## src/rtl/lc_rx_decoder.sv

```systemverilog
module lc_rx_decoder #(
  parameter int AIS_WIN    = 16,
  parameter int EXZ_E1     = 4,
  parameter int EXZ_T1     = 8,
  parameter int LONG_ZEROS = 16
) (
  input  logic clk,
  input  logic rst_n,
  input  logic in_pos,
  input  logic in_neg,
  input  logic zsub_en,
  input  logic line_e1,
  input  logic nrz_en,
  input  logic fall_edge,
  output logic out_pos,
  output logic out_neg,
  output logic ais,
  output logic zero16
);
  localparam int DEPTH = 7;
  localparam int ZW = $clog2(LONG_ZEROS + 1);
  localparam int AW = $clog2(AIS_WIN + 1);

  function automatic logic is_space(input logic [1:0] s, input logic k);
    return k || (s == 2'b00);
  endfunction

  function automatic logic is_mark(input logic [1:0] s, input logic k);
    return !k && (s[1] ^ s[0]);
  endfunction

  logic [1:0]       sym [DEPTH];
  logic [DEPTH-1:0] kil, bpv, oer;
  logic             last_neg, have_last;
  logic [ZW-1:0]    zcnt, zn;
  logic [AW-1:0]    ones, ones_n;
  logic             q_pos, q_neg, n_pos, n_neg, ais_q, z16_q;

  wire x_pulse  = in_pos | in_neg;
  wire x_single = in_pos ^ in_neg;
  wire x_neg    = in_neg;
  wire same_last = x_single && have_last && (x_neg == last_neg);

  wire hdb_hit = zsub_en && line_e1 && same_last &&
                 is_space(sym[0], kil[0]) && is_space(sym[1], kil[1]) &&
                 (is_space(sym[2], kil[2]) || is_mark(sym[2], kil[2]));

  wire b8_hit = zsub_en && !line_e1 && x_single &&
                is_space(sym[6], kil[6]) && is_space(sym[5], kil[5]) &&
                is_space(sym[4], kil[4]) && is_space(sym[1], kil[1]) &&
                is_mark(sym[3], kil[3]) && bpv[3] &&
                is_mark(sym[2], kil[2]) && (sym[2][0] != sym[3][0]) &&
                is_mark(sym[0], kil[0]) && bpv[0] && (sym[0][0] == sym[2][0]) &&
                (x_neg == sym[3][0]);

  logic [DEPTH-2:0] kill_now;
  always_comb begin
    kill_now    = '0;
    kill_now[0] = b8_hit;
    kill_now[2] = hdb_hit | b8_hit;
    kill_now[3] = b8_hit;
  end

  wire [ZW-1:0] exz_lim = line_e1 ? ZW'(EXZ_E1) : ZW'(EXZ_T1);
  assign zn = x_pulse ? '0 : ((zcnt == ZW'(LONG_ZEROS)) ? zcnt : zcnt + 1'b1);
  wire exz_x = !x_pulse && (zn == exz_lim);

  wire [1:0] o_sym  = sym[DEPTH-1];
  wire       o_kil  = kil[DEPTH-1];
  wire       o_data = !o_kil && (o_sym != 2'b00);
  wire       o_err  = (bpv[DEPTH-1] && !o_kil) || oer[DEPTH-1];
  assign ones_n = !o_data ? '0 : ((ones == AW'(AIS_WIN)) ? ones : ones + 1'b1);

  always_ff @(posedge clk or negedge rst_n) begin
    if (!rst_n) begin
      for (int i = 0; i < DEPTH; i++) sym[i] <= 2'b00;
      kil <= '0;
      bpv <= '0;
      oer <= '0;
      last_neg  <= 1'b0;
      have_last <= 1'b0;
      zcnt  <= '0;
      ones  <= '0;
      q_pos <= 1'b0;
      q_neg <= 1'b0;
      ais_q <= 1'b0;
      z16_q <= 1'b0;
    end else begin
      for (int i = DEPTH - 1; i > 0; i--) begin
        sym[i] <= sym[i-1];
        kil[i] <= kil[i-1] | kill_now[i-1];
        bpv[i] <= bpv[i-1];
        oer[i] <= oer[i-1];
      end
      sym[0] <= {in_pos, in_neg};
      kil[0] <= hdb_hit | b8_hit;
      bpv[0] <= same_last && !hdb_hit;
      oer[0] <= (in_pos & in_neg) | exz_x;
      if (x_single) begin
        last_neg  <= x_neg;
        have_last <= 1'b1;
      end
      zcnt  <= zn;
      z16_q <= (zn == ZW'(LONG_ZEROS));
      ones  <= ones_n;
      ais_q <= (ones_n == AW'(AIS_WIN));
      q_pos <= nrz_en ? o_data : o_sym[1];
      q_neg <= nrz_en ? o_err  : o_sym[0];
    end
  end

  always_ff @(negedge clk or negedge rst_n) begin
    if (!rst_n) begin
      n_pos <= 1'b0;
      n_neg <= 1'b0;
    end else begin
      n_pos <= q_pos;
      n_neg <= q_neg;
    end
  end

  assign out_pos = fall_edge ? n_pos : q_pos;
  assign out_neg = fall_edge ? n_neg : q_neg;
  assign ais     = ais_q;
  assign zero16  = z16_q;
endmodule

```

## config.mk

```make
export PLATFORM = sky130hd
export DESIGN_NAME = lc_rx_decoder
export DESIGN_NICKNAME = d
export VERILOG_FILES = /design/src/rtl/lc_rx_decoder.sv
export SDC_FILE = /design/constraint.sdc
export NUM_CORES = 1
export LEC_CHECK = 0
export ABC_AREA = 1
export BUFFER_PORTS_ARGS = -buffer_cell sky130_fd_sc_hd__buf_2
export CORE_MARGIN = 4
export CORE_UTILIZATION = 58
export DETAILED_ROUTE_END_ITERATION = 12
export GPL_ROUTABILITY_DRIVEN = 0
export HOLD_SLACK_MARGIN = 0.03
export PLACE_DENSITY = 0.83
export SYNTH_ARGS = -nofsm -noshare
export SYNTH_HDL_FRONTEND = slang
export SYNTH_SLANG_ARGS = --single-unit
```

## constraint.sdc

```tcl
create_clock -name clk -period 1.68 [get_ports clk]
set_input_delay 0.168 -clock clk [delete_from_list [all_inputs] [get_ports clk]]
set_output_delay 0.168 -clock clk [all_outputs]
set_load 0.01 [all_outputs]
```

==> impl_metrics.env, run 1 <==
export IMPL_dieArea_um2=4460
export IMPL_hpwlAfterDp_mm=2.238
export IMPL_wl_mm=3.154
export IMPL_powerDensity_nw_per_um2=1070
export IMPL_slowest_delay_ns=0.35
export IMPL_max_cap_violations=0
export IMPL_rsz0062_at_grt="true"
export IMPL_cts_root_buffer="clkbuf_4"
export IMPL_worstSetupPathType="register to primary output"
export IMPL_std_cell_rows=21
export IMPL_initial_utilization_pct=60.07
export IMPL_drv_slew=0
export IMPL_hp_class="input pin to register"
export IMPL_hold_viol_final=0
export IMPL_ys_types=22
export IMPL_cp_cell_sequence="mux2_4 -> buf_6"
export IMPL_path_buf_inv=1
export IMPL_cts_htree_levels=2
export IMPL_grt_pass1_wl_mm=5.671
export IMPL_start_kind="register"
export IMPL_clock_sinks=53
export IMPL_dr_pass1_iters=4
export IMPL_critPathMaxFanout=1
export IMPL_cpMaxStageDelayCell="dfrtn_1"
export IMPL_post_cts_buffers=0
export IMPL_slew_headroom_pct=64.27
export IMPL_synth_seq_cells=53
export IMPL_tightest_slew_ns=0.5359
export IMPL_required_ns=1.51
export IMPL_io_pin_count=12
export IMPL_layout_drive_gt1_share_pct=14.83
export IMPL_drtIter0Drc=79
export IMPL_tns_ns=-0.8122
export IMPL_grt_usage_pct=17.34
export IMPL_setup_ws_ns=-0.4091
export IMPL_diodes=0
export IMPL_leakagePower_nw=1.189
export IMPL_overflow=0
export IMPL_top_usage_layer="met2"
export IMPL_clk_latency_ns=0.36
export IMPL_violations="negative setup slack"
export IMPL_layout_commonest_cell="dfrtp_1"
export IMPL_yosysWarnings=0
export IMPL_synth_avg_cell_area_um2=10.78
export IMPL_grt_max_degree=47
export IMPL_fin_nets=224
export IMPL_clockBufferDepth=2
export IMPL_seqCellArea_um2=1326
export IMPL_path_delay_family="flip-flops"
export IMPL_routedWlPerCell_um=12.37
export IMPL_placed_area_um2=2125
export IMPL_via_count=1284
export IMPL_cts_tree="done"
export IMPL_dpl_worst_slack_ns=-0.02404
export IMPL_outcome="finished with violations"
export IMPL_viasPerCell=5.035
export IMPL_fillers=249
export IMPL_fin_area_um2=2276
export IMPL_power_w=0.002435
export IMPL_cts_inserted_buffers=5
export IMPL_use_met3_pct=4.216
export IMPL_yosysSeqAreaShare_pct=66.17
export IMPL_endpoint_kind="primary output"
export IMPL_met1_usage_pct=22.68
export IMPL_area_growth_pct=13.55
export IMPL_syn_area_um2=2004
export IMPL_vdd_ir_drop_worst_mv=0.7381
export IMPL_port_buffers=11
export IMPL_final_cell_mix="51 x dfrtp_1, 31 x nand2_1, 25 x inv_1"
export IMPL_syn_inst=186
export IMPL_dieWidth_um=66.79
export IMPL_grt_pass1_vias=1298
export IMPL_multiInputGateArea_um2=596.8
export IMPL_grt_antenna_before_repair=0
export IMPL_die_y_um=66.79
export IMPL_finalSetupViolations=2
export IMPL_skew_ns=0.01965
export IMPL_use_met2_pct=27.10
export IMPL_drc=0
export IMPL_syn_nets=202
export IMPL_arrival_ns=1.92
export IMPL_ant_nets=0
export IMPL_core_um2=3337
export IMPL_clkTransAtPathRegs_ns=0.14
==> area by class of cell <==
| type | instances | area share (%) |
|---|---|---|
| clock buffers | 7 | 2.419 |
| clock inverters | 1 | 1.319 |
| inverters | 28 | 4.618 |
| multi-input cells | 105 | 26.22 |
| flip-flops and latches | 53 | 58.27 |
| well taps | 46 | 2.529 |
| repair buffers | 15 | 4.618 |
==> what timing repair did <==
item                                    4_1_cts  5_1_grt
endpoints found under the setup margin        2        7
gates resized for setup                       4        2
hold endpoints to repair                      7        0
hold buffers                                  3        0
==> cells by family (layout without fill, tap and decap cells) <==
kind of cell / after synthesis / count (layout) / share of synthesized area (%)
buffers and inverters: 28 / 51 / 5.243
muxes: 2 / 2 / 1.124
DFF: 53 / 53 / 66.17
and+or+nand+nor: 79 / 79 / 17.23
AOI/OAI and AO/OA: 12 / 12 / 3.495
xor gates and xnor gates: 4 / 4 / 1.748
adders and majority gates: 8 / 8 / 4.994
==> path summary, 6_finish.rpt <==
check                      slack (ns)  endpoint  depth (start not counted)     from
setup / recovery                -0.41   out_neg                          2    n_neg
hold / removal                   0.07     q_pos                          4   nrz_en
setup reg to reg                 0.21    oer[0]                          8  zcnt[0]
hold reg to reg                  0.36    oer[2]                          0   oer[1]
max in group asynchronous        0.59     n_pos                          2    rst_n
min in group asynchronous        0.15     q_pos                          2    rst_n
==> where the power goes <==
group	internal [W]	switching, W
clock network	0.000356	0.000358
registers	0.00138	0.0000716
logic	0.000116	0.000153
==> stage by stage <==
step                hold slack, ns  cells  utilization, %
floorplan                  -0.1276    186               -
global placement           0.01778    244           63.67
detailed placement         0.01501    244           63.67
CTS                        0.06151    255           67.72
global route               0.09457    255           68.20
finish                     0.07074    255           68.20
==> flip-flops by register name, indices dropped and copies added, names as in the netlist <==
name and count:
q_pos 1, kil 7, last_neg 1, n_pos 1, o_sym 2, zero16 1
sym 12, bpv 7, zcnt 5, oer 7, n_neg 1, have_last 1
ones 5, q_neg 1, ais 1
==> worst register-to-register path: stages, from the launching register on <==
cell and delay, ns:
dfrtp_1 0.45, ha_1 0.26, nand2_1 0.09, clkinv_1 0.08, nor2_1 0.15, o21bai_1 0.12
nor2_1 0.14, nand2_1 0.08, nand2_1 0.05
==> synthesized netlist by cell type (all sizes together) <==
cell type	instances	area share (%)
a21oi	5	1.2
clkinv	1	0.19
dfrtn	2	2.5
dfrtp	51	64
ha	8	5.0
inv	27	5.1
mux2	2	1.1
nand2	33	6.4
nand3	10	2.5
nand3b	2	0.75
nand4	3	0.94
nor2	25	5.1
nor3	5	1.2
o211ai	2	0.75
o21ai	3	0.75
o21bai	2	0.75
or2	1	0.31
xor2	4	1.7
==> per-layer routing <==
metal  wire, um  share of wire [%]
met5          0                  0
met4         59                1.9
met3        163                5.2
met2       1538                 49
met1       1392                 44
No activity file was read; power rests on OpenSTA's default activity.
==> run 2, diff against run 1 <==
--- a/config.mk
+++ b/config.mk
@@ -7,6 +7,7 @@
 export LEC_CHECK = 0
 export ABC_AREA = 1
 export BUFFER_PORTS_ARGS = -buffer_cell sky130_fd_sc_hd__buf_2
+export CORE_ASPECT_RATIO = 1.1
 export CORE_MARGIN = 4
 export CORE_UTILIZATION = 58
 export DETAILED_ROUTE_END_ITERATION = 12
==> impl_metrics.env, run 2 (synthesis gave the netlist of run 1 again) <==
export IMPL_p_sw_w=0.0005805
export IMPL_vdd_ir_drop_worst_mv=0.6548
export IMPL_critPathMaxFanout=1
export IMPL_r2r_end="n_pos"
export IMPL_drtIter0Drc=85
export IMPL_viasPerCell=4.918
export IMPL_drv_slew=0
export IMPL_overflow=0
export IMPL_slowest_delay_ns=0.35
export IMPL_hold_viol_final=0
export IMPL_die_y_um=69.66
export IMPL_io_pin_count=12
export IMPL_layout_drive_gt1_share_pct=14.35
export IMPL_r2r_cells=0
export IMPL_pwr_share_comb_pct=11.2
export IMPL_cts_root_buffer="clkbuf_4"
export IMPL_violations="negative setup slack"
export IMPL_tightest_slew_ns=0.6050
export IMPL_hp_class="input pin to register"
export IMPL_grt_pass1_vias=1273
export IMPL_drc=0
export IMPL_max_cap_violations=0
export IMPL_port_buffers=11
export IMPL_final_cell_mix="51 x dfrtp_1, 31 x nand2_1, 25 x inv_1"
export IMPL_std_cell_rows=22
export IMPL_switching_share_pct=24.32
export IMPL_post_cts_buffers=0
export IMPL_worstSetupPathType="register to primary output"
export IMPL_skew_ns=0.01850
export IMPL_clkTransAtPathRegs_ns=0.13
export IMPL_rsz0062_at_grt="true"
export IMPL_hold_depth=4
export IMPL_clock_sinks=53
export IMPL_slew_headroom_pct=59.66
export IMPL_hold_path_startpoint="nrz_en"
export IMPL_endpoint_kind="primary output"
export IMPL_setup_ws_ns=-0.4019
export IMPL_area_growth_pct=13.05
export IMPL_cts_htree_levels=2
export IMPL_dpl_worst_slack_ns=-0.03052
export IMPL_clockBufferDepth=2
export IMPL_hpwlAfterDp_mm=2.128
export IMPL_final_core_util_pct=68.03
export IMPL_largest_register_ff_count=12
export IMPL_leakagePower_nw=1.185
export IMPL_clk_latency_ns=0.36
export IMPL_grt_usage_pct=15.72
export IMPL_fin_nets=224
export IMPL_cts_tree="done"
export IMPL_p_clk_share_pct=28.1
export IMPL_fillers=268
export IMPL_ant_nets=0
export IMPL_routedWlPerCell_um=11.98
export IMPL_grt_antenna_before_repair=0
export IMPL_dieWidth_um=64.05
export IMPL_start_kind="register"
export IMPL_layout_commonest_cell="dfrtp_1"
export IMPL_layout_cells_non_filler=257
export IMPL_cpMaxStageDelayCell="dfrtn_1"
export IMPL_r2r_setup_slack_ns=0.27
export IMPL_whs_ns=0.09876
export IMPL_wl_mm=3.078
export IMPL_numPlacedInstances=246
export IMPL_arrival_ns=1.91
export IMPL_required_ns=1.51
export IMPL_diodes=0
export IMPL_initial_utilization_pct=60.18
export IMPL_grt_max_degree=52
export IMPL_finalSetupViolations=2
export IMPL_pwr_share_seq_pct=60.7
export IMPL_hold_path_endpoint="q_pos"
export IMPL_core_um2=3331
export IMPL_r2r_start="q_pos"
export IMPL_grt_pass1_wl_mm=5.409
export IMPL_cp_cell_sequence="mux2_4 -> buf_6"
export IMPL_outcome="finished with violations"
export IMPL_power_internal_w=0.001806
export IMPL_dr_pass1_iters=4
export IMPL_largest_register="sym"
export IMPL_via_count=1264
export IMPL_powerDensity_nw_per_um2=1053
export IMPL_dieArea_um2=4461
export IMPL_cts_inserted_buffers=5
## run 2: changes by cell type in the layout (fill, tap and decap cells not counted), sizes merged
cell and change:
clkbuf -1, clkinv +1
## run 2: layer usage
| metal | vias up | global-route usage, % | share of wire, % | routed length, um |
|---|---|---|---|---|
| li1 | 624 | - | - | - |
| met1 | 603 | 19.76 | 45 | 1393 |
| met2 | 31 | 25.03 | 48 | 1490 |
| met3 | 6 | 5.348 | 4.6 | 143 |
| met4 | 0 | 5.755 | 1.7 | 51 |
| met5 | - | 0 | 0 | 0 |
## run 2: worst max-delay path by stage
stage | startpoint | endpoint | slack, ns | depth (start not counted)
4_1_cts | n_pos | out_pos | -0.40 | 2
2_1_floorplan | n_neg | out_neg | 0.09 | 1
3_3_place_gp | n_neg | out_neg | -0.01 | 2
6_report | n_pos | out_pos | -0.40 | 2
5_1_grt | n_pos | out_pos | -0.45 | 2
3_5_place_dp | n_pos | out_pos | -0.03 | 2
## run 2: through the flow
| stage | power [W] | TNS [ns] | instance area (um^2) |
|---|---|---|---|
| CTS | 0.002408 | -0.8053 | 2253 |
| finish | 0.002387 | -0.8035 | 2266 |
| detailed placement | 0.001719 | -0.04504 | 2127 |
| floorplan | 0.001624 | 0 | 2004 |
| global route | 0.002539 | -0.8897 | 2266 |
| global placement | 0.001704 | -0.01936 | 2127 |
## run 2: final cells by class
class | count | area, um^2 | area share, %
clock inverter | 2 | 35.03 | 1.546
timing repair buffer | 15 | 105.1 | 4.638
inverter | 28 | 105.1 | 4.638
clock buffer | 6 | 41.29 | 1.822
multi-input combinational | 105 | 593.1 | 26.17
sequential | 53 | 1326 | 58.53
tap | 48 | 60.06 | 2.650
## run 2: power by group through the flow
stage	logic, W	registers (W)	clock network, W
finish	0.000267	0.00145	0.000671
global route	0.000314	0.00146	0.000761
CTS	0.000264	0.00145	0.000695
detailed placement	0.000246	0.00147	0
global placement	0.000237	0.00147	0
floorplan	0.000169	0.00146	0
## run 2: repair_timing
item,4_1_cts,5_1_grt
endpoints found under the hold margin,53,0
gates resized for setup,4,1
setup endpoints to repair,2,3
hold buffers,3,0
## run 2: worst max-delay path, delay by kind of cell, from the launching register on
family,cells,cell delay [ns]
multiplexers,1,0.26
buffers and inverters,1,0.12
flip-flops,1,0.35
